`src/rtl/gpio_edge_pkg.sv`:
```
package gpio_edge_pkg;

  localparam int BUS_W  = 32;
  localparam int ADDR_W = 5;

  typedef enum logic [1:0] {
    WIN_MAIN  = 2'd0,
    WIN_CAUSE = 2'd1,
    WIN_SET   = 2'd2,
    WIN_CLR   = 2'd3
  } win_e;

  // main window
  localparam logic [ADDR_W-1:0] OFS_RISE_EN   = 5'h00;
  localparam logic [ADDR_W-1:0] OFS_FALL_EN   = 5'h04;
  localparam logic [ADDR_W-1:0] OFS_LEVEL     = 5'h08;
  // cause window
  localparam logic [ADDR_W-1:0] OFS_MASKED    = 5'h00;
  localparam logic [ADDR_W-1:0] OFS_EVT_EN    = 5'h14;
  localparam logic [ADDR_W-1:0] OFS_CAUSE_CLR = 5'h18;
  // set and clear windows
  localparam logic [ADDR_W-1:0] OFS_OE        = 5'h00;
  localparam logic [ADDR_W-1:0] OFS_DOUT      = 5'h04;

endpackage

```
`src/rtl/gpio_edge_sync.sv`:
```
module gpio_edge_sync #(
  parameter int N = 32
) (
  input  logic         clk,
  input  logic         rst_n,
  input  logic [N-1:0] pin_in,
  output logic [N-1:0] level,
  output logic [N-1:0] rise,
  output logic [N-1:0] fall
);

  for (genvar i = 0; i < N; i++) begin : g_pin
    logic meta_q, sync_q, prev_q;

    always_ff @(posedge clk or negedge rst_n) begin
      if (!rst_n) begin
        meta_q <= 1'b0;
        sync_q <= 1'b0;
        prev_q <= 1'b0;
      end else begin
        meta_q <= pin_in[i];
        sync_q <= meta_q;
        prev_q <= sync_q;
      end
    end

    assign level[i] = sync_q;
    assign rise[i]  = sync_q & ~prev_q;
    assign fall[i]  = ~sync_q & prev_q;
  end

endmodule

```
`src/rtl/gpio_edge_outregs.sv`:
```
module gpio_edge_outregs #(
  parameter int N = 32
) (
  input  logic         clk,
  input  logic         rst_n,
  input  logic         oe_set_we,
  input  logic         oe_clr_we,
  input  logic         dout_set_we,
  input  logic         dout_clr_we,
  input  logic [N-1:0] wdata,
  output logic [N-1:0] oe,
  output logic [N-1:0] dout
);

  logic [N-1:0] oe_q, oe_d, dout_q, dout_d;
  logic         oe_en, dout_en;

  always_comb begin
    oe_en   = oe_set_we | oe_clr_we;
    dout_en = dout_set_we | dout_clr_we;
    oe_d    = oe_q;
    dout_d  = dout_q;
    if (oe_set_we)   oe_d   = oe_q | wdata;
    if (oe_clr_we)   oe_d   = oe_q & ~wdata;
    if (dout_set_we) dout_d = dout_q | wdata;
    if (dout_clr_we) dout_d = dout_q & ~wdata;
  end

  always_ff @(posedge clk or negedge rst_n) begin
    if (!rst_n) begin
      oe_q   <= '0;
      dout_q <= '0;
    end else begin
      if (oe_en)   oe_q   <= oe_d;
      if (dout_en) dout_q <= dout_d;
    end
  end

  assign oe   = oe_q;
  assign dout = dout_q;

endmodule

```
`src/rtl/gpio_edge_cause.sv`:
```
module gpio_edge_cause #(
  parameter int N = 32
) (
  input  logic         clk,
  input  logic         rst_n,
  input  logic         rise_we,
  input  logic         fall_we,
  input  logic         evt_we,
  input  logic         clr_we,
  input  logic [N-1:0] wdata,
  input  logic [N-1:0] rise_evt,
  input  logic [N-1:0] fall_evt,
  output logic [N-1:0] rise_en,
  output logic [N-1:0] fall_en,
  output logic [N-1:0] evt_en,
  output logic [N-1:0] cause,
  output logic         irq
);

  logic [N-1:0] rise_q, fall_q, evt_q, cause_q;
  logic [N-1:0] cause_d, hit, clr_mask;

  always_comb begin
    hit      = (rise_evt & rise_q) | (fall_evt & fall_q);
    clr_mask = clr_we ? wdata : '0;
    // a fresh edge outranks a clear of the same bit
    cause_d  = (cause_q & ~clr_mask) | hit;
  end

  always_ff @(posedge clk or negedge rst_n) begin
    if (!rst_n) begin
      rise_q  <= '0;
      fall_q  <= '0;
      evt_q   <= '0;
      cause_q <= '0;
    end else begin
      if (rise_we) rise_q <= wdata;
      if (fall_we) fall_q <= wdata;
      if (evt_we)  evt_q  <= wdata;
      cause_q <= cause_d;
    end
  end

  assign rise_en = rise_q;
  assign fall_en = fall_q;
  assign evt_en  = evt_q;
  assign cause   = cause_q;
  assign irq     = |(cause_q & evt_q);

endmodule

```
`src/rtl/gpio_edge_ctrl.sv`:
```
module gpio_edge_ctrl
  import gpio_edge_pkg::*;
#(
  parameter int NUM_PINS = 32
) (
  input  logic        clk,
  input  logic        rst_n,
  input  logic        bus_en,
  input  logic        bus_we,
  input  logic [1:0]  bus_win,
  input  logic [4:0]  bus_addr,
  input  logic [31:0] bus_wdata,
  output logic [31:0] bus_rdata,
  input  logic [31:0] pin_in,
  output logic [31:0] pin_oe,
  output logic [31:0] pin_out,
  output logic        irq
);

  localparam int N = NUM_PINS;

  // reset: asserted asynchronously, released on a clock edge
  logic rst_meta_q, rst_sync_n;
  always_ff @(posedge clk or negedge rst_n) begin
    if (!rst_n) begin
      rst_meta_q <= 1'b0;
      rst_sync_n <= 1'b0;
    end else begin
      rst_meta_q <= 1'b1;
      rst_sync_n <= rst_meta_q;
    end
  end

  // access decode
  logic wr, rd;
  logic in_main, in_cause, in_set, in_clr;
  assign wr       = bus_en & bus_we;
  assign rd       = bus_en & ~bus_we;
  assign in_main  = bus_win == WIN_MAIN;
  assign in_cause = bus_win == WIN_CAUSE;
  assign in_set   = bus_win == WIN_SET;
  assign in_clr   = bus_win == WIN_CLR;

  logic oe_set_we, oe_clr_we, dout_set_we, dout_clr_we;
  logic rise_we, fall_we, evt_we, clr_we;
  assign oe_set_we   = wr & in_set   & (bus_addr == OFS_OE);
  assign dout_set_we = wr & in_set   & (bus_addr == OFS_DOUT);
  assign oe_clr_we   = wr & in_clr   & (bus_addr == OFS_OE);
  assign dout_clr_we = wr & in_clr   & (bus_addr == OFS_DOUT);
  assign rise_we     = wr & in_main  & (bus_addr == OFS_RISE_EN);
  assign fall_we     = wr & in_main  & (bus_addr == OFS_FALL_EN);
  assign evt_we      = wr & in_cause & (bus_addr == OFS_EVT_EN);
  assign clr_we      = wr & in_cause & (bus_addr == OFS_CAUSE_CLR);

  logic [N-1:0] wdata_n;
  assign wdata_n = bus_wdata[N-1:0];

  logic [N-1:0] level, rise_evt, fall_evt;
  logic [N-1:0] oe, dout, rise_en, fall_en, evt_en, cause;

  gpio_edge_sync #(.N(N)) u_sync (
    .clk    (clk),
    .rst_n  (rst_sync_n),
    .pin_in (pin_in[N-1:0]),
    .level  (level),
    .rise   (rise_evt),
    .fall   (fall_evt)
  );

  gpio_edge_outregs #(.N(N)) u_out (
    .clk         (clk),
    .rst_n       (rst_sync_n),
    .oe_set_we   (oe_set_we),
    .oe_clr_we   (oe_clr_we),
    .dout_set_we (dout_set_we),
    .dout_clr_we (dout_clr_we),
    .wdata       (wdata_n),
    .oe          (oe),
    .dout        (dout)
  );

  gpio_edge_cause #(.N(N)) u_cause (
    .clk      (clk),
    .rst_n    (rst_sync_n),
    .rise_we  (rise_we),
    .fall_we  (fall_we),
    .evt_we   (evt_we),
    .clr_we   (clr_we),
    .wdata    (wdata_n),
    .rise_evt (rise_evt),
    .fall_evt (fall_evt),
    .rise_en  (rise_en),
    .fall_en  (fall_en),
    .evt_en   (evt_en),
    .cause    (cause),
    .irq      (irq)
  );

  // widen N-bit fields to the 32-bit bus, upper bits tied to zero
  logic [31:0] oe_w, dout_w, rise_w, fall_w, evt_w, masked_w, level_w;
  always_comb begin
    oe_w     = '0; oe_w[N-1:0]     = oe;
    dout_w   = '0; dout_w[N-1:0]   = dout;
    rise_w   = '0; rise_w[N-1:0]   = rise_en;
    fall_w   = '0; fall_w[N-1:0]   = fall_en;
    evt_w    = '0; evt_w[N-1:0]    = evt_en;
    masked_w = '0; masked_w[N-1:0] = cause & evt_en;
    level_w  = '0; level_w[N-1:0]  = level;
  end

  // read path
  logic [31:0] rdata_d, rdata_q;
  always_comb begin
    rdata_d = '0;
    unique case (bus_win)
      WIN_MAIN: begin
        if (bus_addr == OFS_RISE_EN) rdata_d = rise_w;
        if (bus_addr == OFS_FALL_EN) rdata_d = fall_w;
        if (bus_addr == OFS_LEVEL)   rdata_d = level_w;
      end
      WIN_CAUSE: begin
        if (bus_addr == OFS_MASKED) rdata_d = masked_w;
        if (bus_addr == OFS_EVT_EN) rdata_d = evt_w;
      end
      default: begin
        if (bus_addr == OFS_OE)   rdata_d = oe_w;
        if (bus_addr == OFS_DOUT) rdata_d = dout_w;
      end
    endcase
  end

  always_ff @(posedge clk or negedge rst_sync_n) begin
    if (!rst_sync_n) rdata_q <= '0;
    else if (rd)     rdata_q <= rdata_d;
  end

  assign bus_rdata = rdata_q;
  assign pin_oe    = oe_w;
  assign pin_out   = dout_w;

endmodule

```
`config.mk`:
```
export PLATFORM = sky130hd
export DESIGN_NAME = gpio_edge_ctrl
export DESIGN_NICKNAME = d
export VERILOG_FILES = /design/src/rtl/gpio_edge_pkg.sv /design/src/rtl/gpio_edge_sync.sv /design/src/rtl/gpio_edge_outregs.sv /design/src/rtl/gpio_edge_cause.sv /design/src/rtl/gpio_edge_ctrl.sv
export SDC_FILE = /design/constraint.sdc
export NUM_CORES = 1
export LEC_CHECK = 0
export BUFFER_PORTS_ARGS = -buffer_cell sky130_fd_sc_hd__buf_4
export CAP_MARGIN = 20
export CELL_PAD_IN_SITES_DETAIL_PLACEMENT = 0
export CELL_PAD_IN_SITES_GLOBAL_PLACEMENT = 1
export CORE_MARGIN = 2
export CORE_UTILIZATION = 48
export CTS_BUF_LIST = sky130_fd_sc_hd__clkbuf_2 sky130_fd_sc_hd__clkbuf_4 sky130_fd_sc_hd__clkbuf_8
export DETAILED_ROUTE_END_ITERATION = 7
export GPL_ROUTABILITY_DRIVEN = 1
export PLACE_DENSITY_LB_ADDON = 0.1
export SLEW_MARGIN = 5
export SYNTH_ARGS = -nofsm -noshare
export SYNTH_HDL_FRONTEND = slang
export SYNTH_SLANG_ARGS = --single-unit
```
`constraint.sdc`:
```
create_clock -name clk -period 11.06 [get_ports clk]
set_input_delay 1.659 -clock clk [delete_from_list [all_inputs] [get_ports clk]]
set_output_delay 1.659 -clock clk [all_outputs]
set_load 0.05 [all_outputs]
```
Yosys cells after proc, flatten, opt, wreduce, memory -nomap -nowiden
Index checks and enable logic that the tools add are counted.
{ "totals": {"ff_bits": 322, "inputBits": 75, "out_inout_bits": 97, "wordCells": 289} }
{ "classes": {"n_eq_ne": 7, "muxes": 13, "bitwise_logic": 157, "n_reduce_logical": 7} }
{ "op_table": {"columns": ["operator", "count"], "rows": [
  ["$mux 32", 12],
  ["$and 32x32->32", 6],
  ["$or 32x32->32", 4],
  ["$and 1x1->1", 78],
  ["$not 1->1", 65],
  ["$not 32->32", 2],
  ["$pmux 32 s2", 1],
  ["$reduce_or 32->1", 1],
  ["$eq 5x5->1 const B", 2],
  ["$eq 5x3->1 const B", 1],
  ["$eq 5x4->1 const B", 1],
  ["$logic_not 5->1", 1],
  ["$eq 2x2->1 const B", 2],
  ["$reduce_and 2->1", 2],
  ["$reduce_bool 2->1", 2],
  ["$eq 2x1->1 const B", 1],
  ["$logic_not 2->1", 1],
  ["$or 1x1->1", 2]
]} }

Depth between registers and ports, before layout
Gate-level depths: netlist (run 1).
{ "logic_depth": {"depth_word": 7, "mapped_depth": 8, "mapped_depth_nobuf": 4} }

Modules after synthesis
From an unflattened synthesis (run 1), not the netlist that was laid out.
{ "unflattened": {"cells_unflattened": 1081, "area_unflattened_um2": 13735.7} }
{ "modules_own_cells": {"columns": ["module", "n_inst", "cells_each", "area_per_inst_um2", "seq_area_each_um2"], "rows": [
  ["gpio_edge_cause", 1, 356, 5078.6, 3203.1],
  ["gpio_edge_sync", 1, 192, 3203.1, 2402.3],
  ["gpio_edge_ctrl", 1, 329, 3114.2, 850.8],
  ["gpio_edge_outregs", 1, 204, 2339.7, 1601.5]
]} }

Worst setup path after synthesis (run 1)
No wires, ideal clock.
{ "synth_timing": {"kind": "in2reg", "start": "input port bus_addr[3]", "end": "register u_cause.rise_q[2] (netlist: u_cause.rise_en[2])", "setup_time_ps": 125, "t_arrival_ps": 3400, "required_time_ps": 10935, "setup_slack_ps": 7536, "cell_stages": 6, "path_buffers": 2, "path_cell_list": "or4_1 -> buf_2 -> or3_4 -> nor3_4 -> buf_6 -> mux2_2"} }
{ "synth_between": {"elab_chain_cells": 2} }
{ "synth_rtl": {"columns": ["item", "line", "rtl"], "rows": [
  ["from (decl)", "gpio_edge_ctrl.sv:11", "input logic [4:0] bus_addr,"],
  ["$logic_not 5->1", "gpio_edge_ctrl.sv:50", "assign rise_we = wr & in_main & (bus_addr == OFS_RISE_EN);"],
  ["$and 1x1->1", "gpio_edge_ctrl.sv:50", null],
  ["to (signal assigned)", "gpio_edge_cause.sv:37", "if (rise_we) rise_q <= wdata;"],
  ["to (decl)", "gpio_edge_cause.sv:20", "logic [N-1:0] rise_q, fall_q, evt_q, cause_q;"]
]} }
No other way between the ends.
A chain may end at the register's enable or synchronous reset.

Final worst setup path (run 1)
{ "layout_timing": {"start": "input port bus_win[0]", "end": "register u_cause.evt_q[15] (netlist: u_cause.evt_en[15])"} }
{ "layout_between": {"elab_chain_cells": 3} }
{ "layout_rtl": {"columns": ["item", "line", "rtl"], "rows": [
  ["from (decl)", "gpio_edge_ctrl.sv:10", "input logic [1:0] bus_win,"],
  ["$eq 2x1->1", "gpio_edge_ctrl.sv:40", "assign in_cause = bus_win == WIN_CAUSE;"],
  ["$and 1x1->1 (2 in series)", "gpio_edge_ctrl.sv:52", "assign evt_we = wr & in_cause & (bus_addr == OFS_EVT_EN);"],
  ["to (signal assigned)", "gpio_edge_cause.sv:39", "if (evt_we) evt_q <= wdata;"],
  ["to (decl)", "gpio_edge_cause.sv:20", null]
]} }
No other way between the ends.

==> metrics, run 1 <==
fraction of synthesized area in multiplexers=0.132; Ant. Diodes=0; RSZ-0062 raised after global routing=no; setup slack, reg-to-reg=9.01 ns; Compound-Gate Fraction of Synth Area=0.160; CTS tree=built; Final Hold Fails=0; register area share after synthesis=0.600; fraction of registers with async set/reset=1.00; pwr dens=168 nW/µm²; ratio of cells with drive above 1 in the final layout=0.317; Vias/cell=5.79; largest net degree at the start of global routing=about 170; syn_nets=between 1,000 and 1,500; synthesized area=about 13,000 µm²; Primary FF master, synth=dfrtp_1; crit end category=flip-flop; highest-count cells in the layout ignoring fill and taps=dfrtp_1, buf_4, mux2_2; Worst path max stage delay=between 0.8 and 0.9 ns; Placed Instance Area=15,100 µm²; gpl congestion=0.793; critical path class=in -> reg; total CTS buffers=52; Max Slew Vio Count=0; CP Cell Sequence=buf_4 > nor2b_2 > nand3_1 > nor3b_2 > buf_4 > mux2_2; Post-synth EDFFs=0; Clock Skews=0.0117 ns; clk root buf=clkbuf_8; CP Max Fanout=a little under 70; DRT Pass-1 Iters=6; NumNets Final=~1,300; Std-Cell Rows=~60; Core ar.=27,600 µm²; worst path arrival time=4.46 ns; Hold Slack=0.167 ns; Data required, critical path=roughly 12 ns; Antenna Violating Nets Remaining=0; fin crit share=0.364; drt total wl=around 35 mm; most frequent CP cell=buf_4; Tmin final=between 4 and 5 ns; Clk pin slew, worst setup/hold paths=0.06 ns; IO Pins=172; Synth Warn #=0; Max Buffers Root-to-Sink=3; GRT Resource Usage Total=0.246; Leakage=about 7.3 nW; CP startpoint kind=input port; die area=about 30,000 µm²; DRC=0; vias in the first global route=a little over 9,000; TNS Setup=0 ns; largest family of logic cells by synthesized area=compound AO/OA/AOI/OAI gates; Worst Hold Class=reg -> async; clk_lat worst skew=about 0.57 ns; clk sinks=322; unique cell type count in the Yosys netlist=37; status=finished, final reports clean; commonest non-fill, non-tap cell in the layout=dfrtp_1; post-cts resize count=0; slowest CP cell=nor3b_2; Routed wire per std cell=21.2 µm; Avg Inst Size Synth=about 12 µm²; FF+latch count, synth=approximately 320; Initial Util=0.486; drt initial violations=670; Final Cell Area=approximately 16,000 µm²; Post-Synth Simple-Gate Area=0.0723; Vias=~9,700; Post-CTS Setup Repair Bufs=0; Post-Synthesis Cells=1,096; Post-Synth Adder-Cell Area=0; Die Ht=~170 µm; port bufs=roughly 170; relative slew slack=0.297; Area growth syn-to-layout=20.4%; Remaining Overflow, GRT=0; Peak VDD IR=between 0.0001 and 0.00015 V; Post-Synth XOR/XNOR Area=0; H-tree Lvls=2; worst-margin pin slew=~1.0 ns; detailed placement HPWL=~22 mm; cts hold-fix bufs=0; Max Clk Rate=approximately 250 MHz; initial antenna violation count=1; max_cap viols=0; final setup vio count=0; first-pass GRT wire length=~55 mm; Die W=~170 µm
[final timing paths]
check / start / endpoint / cells after the start
max: bus_win[0] / u_cause.evt_en[15] / 6
min: rst_sync_n / u_sync.g_pin[26].meta_q / 0
max reg2reg: rst_sync_n / async pin / 2
min reg2reg: rst_sync_n / u_sync.g_pin[26].meta_q / 0
max in group asynchronous: rst_sync_n / async pin / 2
min in group clk: u_sync.g_pin[20].meta_q / u_sync.g_pin[20].sync_q / 0
[synth_stat cells (6+ instances only)]
library cell	count	area (µm²)
inv_1	40	150
a22oi_1	46	345
o2bb2ai_1	31	272
nand4_1	6	37.5
nor3b_1	32	240
nand3b_1	32	240
nand2_1	44	165
buf_1	6	22.5
dfrtp_1	322	8060
a31oi_1	89	557
mux2_2	121	1360
o21ai_0	37	185
a21oi_1	59	295
nor2_1	33	124
o211ai_1	63	473
mux2i_1	38	380
buf_2	6	30.0
clkbuf_1	61	229
[per-layer routing]
| layer | wire length (µm) | vias to the layer above | part of all wire | track usage |
|---|---|---|---|---|
| li1 | - | 4425 | - | - |
| met1 | 16900 | 4947 | 0.48 | 0.373 |
| met2 | 16100 | 284 | 0.45 | 0.373 |
| met3 | 1870 | 50 | 0.053 | 0.0380 |
| met4 | 604 | 0 | 0.017 | 0.0593 |
| met5 | 0 | - | 0 | 0 |
[metrics by stage]
stage               power [mW]  std cells  utilization  worst slack [ns]
floorplan                 1.55       1096            -              1.42
global placement          1.70       1587        0.545              6.47
detailed placement        1.70       1587        0.545              6.46
CTS                       2.75       1675        0.584              7.07
global route              2.84       1676        0.585              6.83
finish                    2.72       1676        0.585              7.03
[cells by family after synthesis]
group,count (synthesis)
compound gates,328
flops,322
simple gates,167
mux,162
buf+inv,116
other cells,1
[critical path: cells and delay by family]
| kind | cells | cell delay (ns) |
|---|---|---|
| buffers and inverters | 2 | 1.13 |
| AND/OR/NAND/NOR | 3 | 1.27 |
| multiplexers | 1 | 0.38 |
[layout make-up]
class | instances | area [µm²]
clock inverter | 6 | 35.0
inverter | 40 | 150
sequential | 322 | 8060
fill | 2396 | 11500
multi-input combinational | 658 | 4950
clock buffer | 82 | 1030
tap | 378 | 473
timing repair buffer | 190 | 1460
[power by group]
part / internal [mW] / leakage, nW / total (mW) / switching [mW]
Sequential: 1.25 / 3.98 / 1.31 / 0.0595
Clock: 0.588 / 0.567 / 1.04 / 0.450
Combinational: 0.125 / 2.73 / 0.369 / 0.244
No activity file was read; power rests on OpenSTA's default activity.
==> inputs of run 2 (changes only) <==
--- a/config.mk
+++ b/config.mk
@@ -5,12 +5,13 @@
 export SDC_FILE = /design/constraint.sdc
 export NUM_CORES = 1
 export LEC_CHECK = 0
+export ABC_AREA = 1
 export BUFFER_PORTS_ARGS = -buffer_cell sky130_fd_sc_hd__buf_4
 export CAP_MARGIN = 20
 export CELL_PAD_IN_SITES_DETAIL_PLACEMENT = 0
 export CELL_PAD_IN_SITES_GLOBAL_PLACEMENT = 1
 export CORE_MARGIN = 2
-export CORE_UTILIZATION = 48
+export CORE_UTILIZATION = 41
 export CTS_BUF_LIST = sky130_fd_sc_hd__clkbuf_2 sky130_fd_sc_hd__clkbuf_4 sky130_fd_sc_hd__clkbuf_8
 export DETAILED_ROUTE_END_ITERATION = 7
 export GPL_ROUTABILITY_DRIVEN = 1
==> constraint.sdc (replaced) <==
create_clock -name clk -period 3.3 [get_ports clk]
set_input_delay 0.495 -clock clk [delete_from_list [all_inputs] [get_ports clk]]
set_output_delay 0.495 -clock clk [all_outputs]
set_load 0.05 [all_outputs]
==> run 2 against run 1 <==
  * Global-route usage barely moved
  * Largest cell class unchanged
  * Critical path type is now reg -> out
  * Clock skew barely moved
  * Total power rose to 3.5 times the previous value
  * Highest routed layer unchanged
==> metrics, run 2 <==
Primary FF master, synth=dfrtp_1; largest net degree at the start of global routing=about 150; clk root buf=clkbuf_8; Final Cell Area=about 18,000 µm²; Die W=between 150 and 200 µm; commonest non-fill, non-tap cell in the layout=nand2_1; Peak VDD IR=between 0.0003 and 0.0004 V; Vias/cell=5.09; initial antenna violation count=0; status=finished, final reports clean; Worst path max stage delay=0.38 ns; unique cell type count in the Yosys netlist=27; Ant. Diodes=0; clk_lat worst skew=~0.64 ns; Vias=12,900; pre-CTS WS=~0.6 ns; pwr dens=between 500 and 600 nW/µm²; Max Clk Rate=389 MHz; slowest CP cell=o21ai_0; Placed Instance Area=16,500 µm²; fraction of registers with async set/reset=1.00; Die Ht=194 µm; sequential cell area=between 8000 and 9000 µm²; NumNets Final=approximately 2,100; highest-count cells in the layout ignoring fill and taps=nand2_1, dfrtp_1, nor2_1; placed insts=between 2,000 and 2,500; CP Cell Sequence=inv_1 > o21ai_0 > inv_1 > o211ai_1 > nor3_1 > nand2_1 > buf_4; clk sinks=322; FILL cells=3,545; max_cap viols=0; relative slew slack=0.340; fin crit share=0.780; Initial Util=0.417; port bufs=~170; Hold Slack=about 0.16 ns; Post-Route Utilization=0.505; first-pass GRT wire length=73.2 mm; multi-input logic area=roughly 5500 µm²; Std-Cell Rows=69; drt total wl=roughly 45 mm; synthesized area=between 10,000 and 15,000 µm²; most frequent CP cell=inv_1; Area growth syn-to-layout=21.2%; Remaining Overflow, GRT=0; Max Slew Vio Count=0; CP startpoint kind=flip-flop; die area=37,700 µm²; Antenna Violating Nets Remaining=0; post-cts resize count=0; detailed placement HPWL=27.5 mm; final setup vio count=0; Yosys top cell by area=dfrtp_1; drt initial violations=~700; Post-Synthesis Cells=about 1,800; DRC=0; vias in the first global route=12,700; CTS tree=built; crit end category=primary output; Worst Hold Class=in -> reg; worst path arrival time=2.08 ns; Clk pin slew, worst setup/hold paths=0.06 ns; TNS Setup=0 ns; worst-margin pin slew=about 1 ns; ratio of cells with drive above 1 in the final layout=0.160; Avg Inst Size Synth=just over 8 µm²; syn_nets=1,919; Leakage=8.93 nW; Synth Warn #=0; Core ar.=~36,000 µm²; RSZ-0062 raised after global routing=no; Non-Filler Instances=2,528; Post-synth EDFFs=0; IO Pins=between 150 and 200; ranking of synthesized cells by area=dfrtp_1, nand2_1, nor2_1; Data required, critical path=2.80 ns; GRT Resource Usage Total=0.246; total CTS buffers=56; FF+latch count, synth=322; count leader, synth=nand2_1; Final Power=around 9.4 mW; Clock Skews=between 0.01 and 0.015 ns; post-synth top area share=0.543; CP Max Fanout=2; gpl congestion=around 0.76; critical path class=reg -> out; Setup WS post-layout=approximately 0.73 ns; DRT Pass-1 Iters=8; register area share after synthesis=0.543; Tmin final=between 2 and 3 ns; Final Hold Fails=0; Max Buffers Root-to-Sink=3; Routed wire per std cell=~18 µm; top cell types by occurrence after synthesis=nand2_1, dfrtp_1, nor2_1, inv_1, o21ai_0; H-tree Lvls=2
==> run 2: routing by layer <==
| layer | vias up | share of wire | GRT usage |
|---|---|---|---|
| met3 | 79 | 0.049 | 0.0329 |
| met1 | 6184 | 0.46 | 0.341 |
| met4 | 0 | 0.023 | 0.0730 |
| met2 | 338 | 0.47 | 0.403 |
| li1 | 6274 | - | - |
| met5 | - | 0 | 0 |
==> run 2: final timing paths <==
path                                         startpoint                       to  slack [ns]  depth (start not counted)
worst max register to register               rst_sync_n            bus_rdata[26]        2.17                          1
worst max-delay path                  u_cause.cause[24]                      irq        0.73                          7
worst min register to register  u_sync.g_pin[14].meta_q  u_sync.g_pin[14].sync_q        0.34                          0
max in group asynchronous                    rst_sync_n            bus_rdata[26]        2.17                          1
min in group asynchronous                         rst_n               rst_meta_q        0.18                          2
worst min-delay path                      bus_wdata[17]                flip-flop        0.16                          4
==> run 2: power breakdown <==
| group | internal, mW | switching [mW] | total, mW |
|---|---|---|---|
| Clock | 2.08 | 1.64 | 3.72 |
| Sequential | 4.19 | 0.181 | 4.37 |
| Combinational | 0.380 | 0.911 | 1.29 |
==> run 2: cell type report <==
type | instances | area share
timing repair buffer | 233 | 0.107
multi-input combinational | 1219 | 0.308
tap | 461 | 0.0321
inverter | 201 | 0.0420
sequential | 322 | 0.448
clock inverter | 3 | 0.00118
clock buffer | 89 | 0.0612
==> run 2: worst max-delay path: cells and delay by family (launching register included) <==
| family | cells | cell delay (ns) |
|---|---|---|
| DFF | 1 | 0.36 |
| AOI/OAI and AO/OA | 2 | 0.50 |
| and+or+nand+nor | 2 | 0.19 |
| buffers and inverters | 3 | 0.39 |
==> run 2: cell families (layout without fill, tap and decap cells) <==
logic type,after synthesis,after routing,share of synthesized area
AND/OR/NAND/NOR,921,921,0.259
flip-flops,322,322,0.543
buffers and inverters,303,526,0.0842
AO/OA/AOI/OAI,297,297,0.114
other,1,1,0.000253
==> run 2: timing repair <==
item	CTS	global route
buffers inserted	0	0
hold buffers	33	0
hold endpoints to repair	34	0
